## config.mk

```make
export PLATFORM = sky130hd
export DESIGN_NAME = gpio_edge_wake_unit
export DESIGN_NICKNAME = d
export VERILOG_FILES = /design/src/rtl/gpio_edge_pkg.sv /design/src/rtl/gpio_edge_detect.sv /design/src/rtl/gpio_w1c_status.sv /design/src/rtl/gpio_edge_regs.sv /design/src/rtl/gpio_edge_wake_unit.sv
export SDC_FILE = /design/constraint.sdc
export NUM_CORES = 1
export LEC_CHECK = 0
export ABC_AREA = 1
export BUFFER_PORTS_ARGS = -buffer_cell sky130_fd_sc_hd__buf_2
export CAP_MARGIN = 40
export CORE_MARGIN = 3
export CORE_UTILIZATION = 48
export DETAILED_ROUTE_END_ITERATION = 12
export PLACE_DENSITY = 0.66
export SLEW_MARGIN = 0
export SYNTH_ARGS = -nofsm -noshare
export SYNTH_HDL_FRONTEND = slang
export SYNTH_HIERARCHICAL = 1
export SYNTH_SLANG_ARGS = --single-unit
```

## constraint.sdc

```tcl
create_clock -name clk -period 2.1 [get_ports clk]
set_clock_uncertainty 0.05 [all_clocks]
set_input_delay 0.42 -clock clk [delete_from_list [all_inputs] [get_ports clk]]
set_output_delay 0.42 -clock clk [all_outputs]
set_load 0.02 [all_outputs]
```

## src/rtl/gpio_edge_pkg.sv

```systemverilog
package gpio_edge_pkg;
  typedef enum logic [2:0] {
    REG_RISE_IRQ  = 3'd0,
    REG_FALL_IRQ  = 3'd1,
    REG_RISE_WAKE = 3'd2,
    REG_FALL_WAKE = 3'd3,
    REG_PEND      = 3'd4,
    REG_PEND_CLR  = 3'd5,
    REG_WAKE      = 3'd6,
    REG_WAKE_CLR  = 3'd7
  } reg_sel_e;
  localparam int ADDR_W = 3;
endpackage

```

## src/rtl/gpio_edge_detect.sv

```systemverilog
module gpio_edge_detect #(
  parameter int NPINS = 32
) (
  input  logic             clk,
  input  logic             rst,
  input  logic [NPINS-1:0] level_i,
  output logic [NPINS-1:0] rise_o,
  output logic [NPINS-1:0] fall_o
);
  logic [NPINS-1:0] prev_q;

  always_ff @(posedge clk) begin
    if (rst) prev_q <= '0;
    else     prev_q <= level_i;
  end

  always_comb begin
    rise_o = level_i & ~prev_q;
    fall_o = ~level_i & prev_q;
  end
endmodule

```

## src/rtl/gpio_w1c_status.sv

```systemverilog
module gpio_w1c_status #(
  parameter int NPINS = 32
) (
  input  logic             clk,
  input  logic             rst,
  input  logic [NPINS-1:0] set_i,
  input  logic [NPINS-1:0] clr_i,
  output logic [NPINS-1:0] q_o,
  output logic             any_o
);
  always_ff @(posedge clk) begin
    if (rst) begin
      q_o   <= '0;
      any_o <= 1'b0;
    end else begin
      q_o   <= (q_o & ~clr_i) | set_i;
      any_o <= |q_o;
    end
  end


  clr_only_chk: assert property (@(posedge clk) disable iff (rst)
    (|(clr_i & ~set_i)) |=> ((q_o & $past(clr_i & ~set_i)) == '0));


  set_wins_chk: assert property (@(posedge clk) disable iff (rst)
    (|set_i) |=> ((q_o & $past(set_i)) == $past(set_i)));


  any_low_chk: assert property (@(posedge clk) disable iff (rst)
    (q_o == '0) |=> !any_o);


  any_high_chk: assert property (@(posedge clk) disable iff (rst)
    (q_o != '0) |=> any_o);
endmodule

```

## src/rtl/gpio_edge_regs.sv

```systemverilog
module gpio_edge_regs
  import gpio_edge_pkg::*;
#(
  parameter int NPINS = 32
) (
  input  logic              clk,
  input  logic              rst,
  input  logic              bus_en,
  input  logic              bus_wr,
  input  logic [ADDR_W-1:0] bus_addr,
  input  logic [NPINS-1:0]  bus_wdata,
  input  logic [NPINS-1:0]  pend_i,
  input  logic [NPINS-1:0]  wake_i,
  output logic [NPINS-1:0]  rise_irq_m,
  output logic [NPINS-1:0]  fall_irq_m,
  output logic [NPINS-1:0]  rise_wake_m,
  output logic [NPINS-1:0]  fall_wake_m,
  output logic [NPINS-1:0]  pend_clr,
  output logic [NPINS-1:0]  wake_clr,
  output logic [NPINS-1:0]  rdata
);
  logic     wr_hit;
  logic     rd_hit;
  reg_sel_e sel;

  always_comb begin
    sel      = reg_sel_e'(bus_addr);
    wr_hit   = bus_en & bus_wr;
    rd_hit   = bus_en & ~bus_wr;
    pend_clr = (wr_hit && sel == REG_PEND_CLR) ? bus_wdata : '0;
    wake_clr = (wr_hit && sel == REG_WAKE_CLR) ? bus_wdata : '0;
  end

  always_ff @(posedge clk) begin
    if (rst) begin
      rise_irq_m  <= '0;
      fall_irq_m  <= '0;
      rise_wake_m <= '0;
      fall_wake_m <= '0;
    end else if (wr_hit) begin
      case (sel)
        REG_RISE_IRQ:  rise_irq_m  <= bus_wdata;
        REG_FALL_IRQ:  fall_irq_m  <= bus_wdata;
        REG_RISE_WAKE: rise_wake_m <= bus_wdata;
        REG_FALL_WAKE: fall_wake_m <= bus_wdata;
        default: ;
      endcase
    end
  end

  always_ff @(posedge clk) begin
    if (rst) begin
      rdata <= '0;
    end else if (rd_hit) begin
      case (sel)
        REG_RISE_IRQ:  rdata <= rise_irq_m;
        REG_FALL_IRQ:  rdata <= fall_irq_m;
        REG_RISE_WAKE: rdata <= rise_wake_m;
        REG_FALL_WAKE: rdata <= fall_wake_m;
        REG_PEND:      rdata <= pend_i;
        REG_WAKE:      rdata <= wake_i;
        default:       rdata <= '0;
      endcase
    end
  end


  rdata_hold_chk: assert property (@(posedge clk) disable iff (rst)
    !rd_hit |=> $stable(rdata));


  clr_reads_zero_chk: assert property (@(posedge clk) disable iff (rst)
    (rd_hit && (sel == REG_PEND_CLR || sel == REG_WAKE_CLR)) |=> (rdata == '0));
endmodule

```

## src/rtl/gpio_edge_wake_unit.sv

```systemverilog
module gpio_edge_wake_unit
  import gpio_edge_pkg::*;
#(
  parameter int NPINS = 32
) (
  input  logic              clk,
  input  logic              rst,
  input  logic [NPINS-1:0]  pin_level,
  input  logic              bus_en,
  input  logic              bus_wr,
  input  logic [ADDR_W-1:0] bus_addr,
  input  logic [NPINS-1:0]  bus_wdata,
  output logic [NPINS-1:0]  bus_rdata,
  output logic              irq_o,
  output logic              wake_o
);
  logic [NPINS-1:0] rise, fall;
  logic [NPINS-1:0] rise_irq_m, fall_irq_m, rise_wake_m, fall_wake_m;
  logic [NPINS-1:0] pend_clr, wake_clr;
  logic [NPINS-1:0] pend_q, wake_q;
  logic [NPINS-1:0] pend_set, wake_set;

  gpio_edge_detect #(.NPINS(NPINS)) u_detect (
    .clk(clk), .rst(rst), .level_i(pin_level), .rise_o(rise), .fall_o(fall)
  );

  gpio_edge_regs #(.NPINS(NPINS)) u_regs (
    .clk(clk), .rst(rst),
    .bus_en(bus_en), .bus_wr(bus_wr), .bus_addr(bus_addr), .bus_wdata(bus_wdata),
    .pend_i(pend_q), .wake_i(wake_q),
    .rise_irq_m(rise_irq_m), .fall_irq_m(fall_irq_m),
    .rise_wake_m(rise_wake_m), .fall_wake_m(fall_wake_m),
    .pend_clr(pend_clr), .wake_clr(wake_clr), .rdata(bus_rdata)
  );

  always_comb begin
    pend_set = (rise & rise_irq_m)  | (fall & fall_irq_m);
    wake_set = (rise & rise_wake_m) | (fall & fall_wake_m);
  end

  gpio_w1c_status #(.NPINS(NPINS)) u_pend (
    .clk(clk), .rst(rst), .set_i(pend_set), .clr_i(pend_clr),
    .q_o(pend_q), .any_o(irq_o)
  );

  gpio_w1c_status #(.NPINS(NPINS)) u_wake (
    .clk(clk), .rst(rst), .set_i(wake_set), .clr_i(wake_clr),
    .q_o(wake_q), .any_o(wake_o)
  );


  no_unmasked_set_chk: assert property (@(posedge clk) disable iff (rst)
    1'b1 |=> ((pend_q & ~$past(pend_q) &
               ~(($past(rise) & $past(rise_irq_m)) | ($past(fall) & $past(fall_irq_m)))) == '0));


  wake_isolated_chk: assert property (@(posedge clk) disable iff (rst)
    1'b1 |=> ((wake_q & ~$past(wake_q) &
               ~(($past(rise) & $past(rise_wake_m)) | ($past(fall) & $past(fall_wake_m)))) == '0));


  reset_clear_chk: assert property (@(posedge clk)
    $past(rst) |-> (!irq_o && !wake_o && pend_q == '0 && wake_q == '0 && bus_rdata == '0));
endmodule

```

======== Yosys cells after proc, flatten, opt, wreduce, memory -nomap -nowiden ========
Index checks and enable logic that the tools add are counted.
storage, ports and cells
  register bits ........................... 258
  input bits .............................. 71
  output and inout bits ................... 34
  word-level logic and storage cells ...... 48
operators by class
  eq/ne operators ......................... 7
  muxes and demuxes ....................... 3
  bitwise gates (word level) .............. 19
  reduce and logical (&&, ||, !) cells .... 9
operators by type and width
  cell                                                             count
  32-bit bitwise AND                                               8
  32-bit one-hot mux with 6 select lines                           1
  32-bit inverter                                                  4
  32-bit OR                                                        4
  32-bit 2-to-1 mux                                                2
  32-bit OR reduction                                              2
  3-bit == test, second input constant                             4
  2-bit AND reduction                                              4
  3-bit by 2-bit == test with 1-bit output, second input constant  2
  3-bit by 1-bit == test with 1-bit output, second input constant  1
  3-bit zero test                                                  1
  1-bit bitwise AND                                                2
  1-bit logical AND                                                2
  1-bit inverter                                                   1

======== Depth between registers and ports, before layout ========
  word-level depth ........................ 6
  depth in mapped cells ................... 11
  depth with buffers taken out ............ 9

======== Cells and area by module ========
The synthesis kept the hierarchy.
by module, submodules not included
  module               times used  cells an instance  area each (µm²)
  gpio_edge_regs       1           1,154              7,842.5
  gpio_w1c_status      2           165                1,219.9
  gpio_edge_detect     1           195                1,275.0
  gpio_edge_wake_unit  1           192                720.7

======== Least setup slack after synthesis ========
OpenSTA, ideal clock, no wires.
  kind .................................... input-to-reg
  start point ............................. input bus_addr[1]
  end point ............................... register u_pend.q_o[27]
  arrival time ............................ 1,460 ps
  setup slack ............................. 474 ps
  cell stages on the path ................. 9
  path buffers ............................ 3
  cell sequence ........................... buf_4 > inv_2 > buf_2 > nand4_1 > clkbuf_1 > nor2_1 > inv_1 > a21oi_1 > nor2_1
on the way
  longest elaborated chain between the ends .. 6
RTL lines
  item                  RTL line                   source
  start, declared       gpio_edge_wake_unit.sv:11  input logic [ADDR_W-1:0] bus_addr,
  3-bit == test         gpio_edge_regs.sv:30       pend_clr = (wr_hit && sel == REG_PEND_CLR) ? bus_wdata : '0;
  1-bit logical AND     gpio_edge_regs.sv:30
  32-bit 2-to-1 mux     gpio_edge_regs.sv:30
  via pend_clr[27]      gpio_edge_wake_unit.sv:19  logic [NPINS-1:0] pend_clr, wake_clr;
  32-bit inverter       gpio_w1c_status.sv:16      q_o <= (q_o & ~clr_i) | set_i;
  32-bit bitwise AND    gpio_w1c_status.sv:16
  32-bit OR             gpio_w1c_status.sv:16
  end signal, assigned  gpio_w1c_status.sv:16
  end, declared         gpio_w1c_status.sv:8       output logic [NPINS-1:0] q_o,
The timed path passes the listed nets, and every way through them passes these cells.
A chain may end at the register's enable or synchronous reset.

======== Final worst setup path ========
  start point ............................. register u_regs.rdata[0]
  end point ............................... output bus_rdata[0]
RTL lines
  item                    RTL line                   source
  start, declared         gpio_edge_regs.sv:20       output logic [NPINS-1:0] rdata
  start signal, assigned  gpio_edge_regs.sv:56       REG_RISE_IRQ: rdata <= rise_irq_m;
  start signal, assigned  gpio_edge_regs.sv:57       REG_FALL_IRQ: rdata <= fall_irq_m;
  start signal, assigned  gpio_edge_regs.sv:58       REG_RISE_WAKE: rdata <= rise_wake_m;
  end, declared           gpio_edge_wake_unit.sv:13  output logic [NPINS-1:0] bus_rdata,
No word-level cell between the ends.

==> impl_summary.txt <==
----------------------------------------------------
[Outcome]
  Run status ... completed

[Place]
  Worst-case setup slack after placement ... 256 ps
  Post-DP HPWL ... 24100 µm
  Final weighted congestion in routability-driven placement ... 0.853
  Number of port buffers ... 104

[Global route]
  Via count of the first global-routing pass ... 11500
  First-pass GRT wire length ... 59900 µm
  Pin count of the biggest net entering global routing ... 53
  Tot GR Track Use ... 26.0%
  Initial antenna violation count ... 2
  GRT overflow ... 0

[CTS]
  Number of clock sinks seen by CTS ... 258
  Clock root buffer ... clkbuf_16
  TritonCTS clock tree ... done
  Clock buffer count from CTS ... 28
  Count of buffers added by post-CTS timing repair for setup ... 0
  Number of buffers between clock root and the deepest sink ... 3
  Clock H-tree levels ... 1
  Number of hold buffers added after cts ... 0
  Clk_lat worst skew ... 540 ps
  Clock transition at the register clock pins on the worst setup and hold paths after CTS ... 60 ps
  Resized cells post-CTS ... 0

[STA]
  RSZ-0062 raised after global routing ... no
  Ratio of final minimum period to clock period ... 76.9%
  Final slew viol count ... 0
  Setup-violating endpoint count in the final report ... 0
  Worst Slack Setup Final ... 485 ps
  Slew at the pin closest to its max-slew limit ... 486 ps
  Post-layout minimum cycle time ... 1610 ps
  Maximum achievable frequency ... 619 MHz
  Slew margin rel. ... 67.6%
  Final hold vios ... 0
  Post-route setup TNS ... 0 ps
  Worst Hold Margin ... 59.2 ps

[Worst setup path]
  Arrival time of the worst setup path ... 1140 ps
  Crit path max-delay family ... flip-flops
  Crit path max-delay cell type ... dfxtp_1
  Count of buffering cells on the critical path with inverters included ... 1
  Register-to-Register Setup Slack ... 740 ps
  Critical path launch point type ... flip-flop
  Endpoint of the lowest-slack register-to-register path ... u_wake/any_o
  Worst reg2reg path startpoint ... u_wake/q_o[1]
  Critical path capture point type ... output port
  WS Path Type ... reg2out
  Number of cell instances on the worst register-to-register path ... 6
  Worst Path Required ... 1630 ps
  Critical path cell sequence ... buf_2
  Slowest Stage Delay on Critical Path ... 400 ps
  Highest net fanout along the worst path ... 2

[Synthesis]
  Post-synth top flop ... dfxtp_1
  Sequential cell area fraction in the yosys report ... 42.1%
  Number of register bits inferred by synthesis ... 258
  Number of synthesized flops with an enable pin ... 0
  Count leader, synth ... nand2_1
  Post-Synthesis Net Count ... 1942
  Combinational family with the most area after synthesis ... simple AND/OR/NAND/NOR gates
  Most used standard cells in the synthesized netlist ... 465 x nand2_1, 428 x nor2_1, 258 x dfxtp_1
  Yosys warnings ... 6
  Post-synthesis instance total ... 1871
  Post-synthesis async set-or-reset flop share ... 0%
  Unique masters post-synth ... 19
  Share of Yosys cell area claimed by the top area cell type ... 42.1%
  Post-Synthesis Cell Area ... 12300 µm²
  XOR/XNOR share of the synthesized area ... 0%
  Mean post-synth cell area ... 6.56 µm²
  Area contributors post-synth ... dfxtp_1 42%, nand2_1 14%, nor2_1 13%
  Area fraction in compound gates after synthesis ... 11.2%
  Share of synthesized cell area in full adder, half adder and majority cells ... 0%
  Mux cell area share after synthesis ... 0%
  Synthesized-area fraction occupied by and/or/nand/nor cells ... 35.6%
  Library cell with the largest summed area after synthesis ... dfxtp_1

[Detailed routing]
  Post-route ant nets ... 0
  Vias after detailed routing ... 12200
  First-pass DRT Iterations ... 7
  Per-cell routed wire length ... 16.2 µm
  Number of design-rule violations left by the first detailed-router iteration ... 1183
  Ratio of routed vias to standard cells ... 5.33
  Residual DRC ... 0
  Total wire length after detailed routing ... 37000 µm

[Min path]
  Number of cells on the worst hold path ... 3
  Launch point of the worst hold path ... pin_level[30]
  Hold Path Class ... in2reg
  Hold Crit Endpoint ... u_detect/prev_q[30]

[Power and ir drop]
  Final Power ... 0.0107 W
  Leakage power figure ... 6.34 nW
  Areal power density over the cells ... 757 nW/µm²
  IR Drop Worst-Case VDD ... 0.000553 V

[Floorplanning]
  Top-level I/O count ... 105
  Floorplan die area ... 27500 µm²
  Die outline height ... 166 µm
  Initial core utilization ... 49.6%
  Placement Rows ... 57
  Die Wd ... 166 µm
  CORE AREA ... 24700 µm²

[Layout]
  Layout Nets ... 2014
  Footprint of the flip-flops and latches ... 5160 µm²
  Count of inserted antenna diode cells ... 0
  Share of post-route cells with drive strength above 1 ... 10.4%
  Multi-input gate area ... 5750 µm²
  Area overhead of the layout relative to synthesis ... 14.6%
  Filler cells ... 2397

[Flow run]
  MaxCap Viol Count ... 0

----------------------------------------------------
[cell usage in the layout, fill, tap and decap left out]
master,instances
nand3_4,1
inv_2,5
nand3_1,67
buf_2,103
nand2_1,465
dfxtp_1,258
a21oi_1,131
nor2_2,2
buf_12,15
clkbuf_1,10
inv_1,204
nand4_1,99
nor2_1,427
clkinv_4,1
clkbuf_8,8
nor2_4,2
nand2_2,1
clkbuf_16,29
a211oi_1,96
clkinv_2,1
nor3_4,1
buf_4,34
[tightest hold or removal path: stages]
cell and delay (ps):
buf_2 90, inv_1 40, nor2_1 70
[area by class of cell]
cell class | count | share of cell area, %
Clock buffer | 46 | 6.11
Clock inverter | 1 | 0.0623
Inverter | 210 | 5.61
Multi-Input combinational cell | 1292 | 40.9
Sequential cell | 258 | 36.7
Tap cell | 324 | 2.88
Timing Repair Buffer | 153 | 7.71
[metrics by stage]
stage | utilization, % | area, µm² | std cells
floorplan | - | 12300 | 1871
global placement | 53.3 | 13200 | 2237
detailed placement | 53.3 | 13200 | 2237
CTS | 56.8 | 14100 | 2284
global route | 56.8 | 14100 | 2284
finish | 56.8 | 14100 | 2284
[where the power goes]
part,internal [W],switching [W]
clock network,0.00276,0.00193
registers,0.00500,0.0000696
logic,0.000261,0.000638
[cells by family (layout without fill, tap and decap cells)]
logic type / Yosys count / count (layout)
AOI/OAI and AO/OA: 227 / 227
buffers and inverters: 321 / 410
and+or+nand+nor: 1065 / 1065
DFF: 258 / 258
[how the worst max path moves through the flow]
stage	to	cells past startpoint	from
2_1_floorplan	u_pend/q_o[27]	9	bus_addr[1]
3_3_place_gp	u_regs/fall_wake_m[13]	9	bus_addr[1]
3_5_place_dp	u_regs/fall_irq_m[23]	7	bus_addr[0]
4_1_cts	bus_rdata[0]	1	u_regs/rdata[0]
5_1_grt	bus_rdata[0]	1	u_regs/rdata[0]
6_report	bus_rdata[0]	1	u_regs/rdata[0]
[layer usage]
layer	track usage (%)	vias up	routed length [µm]
li1	-	6097	-
met1	34.8	5645	16300
met2	45.1	376	17500
met3	3.33	60	2330
met4	5.64	4	808
met5	0	-	21
[registers in the layout (all words and copies together) (netlist names)]
name / cells
u_wake/any_o: 1
u_wake/q_o: 32
u_regs/rise_wake_m: 32
u_regs/rdata: 32
u_pend/q_o: 32
u_regs/rise_irq_m: 32
u_regs/fall_wake_m: 32
u_detect/prev_q: 32
u_pend/any_o: 1
u_regs/fall_irq_m: 32
Note: power is estimated with default switching activity, not from simulation.
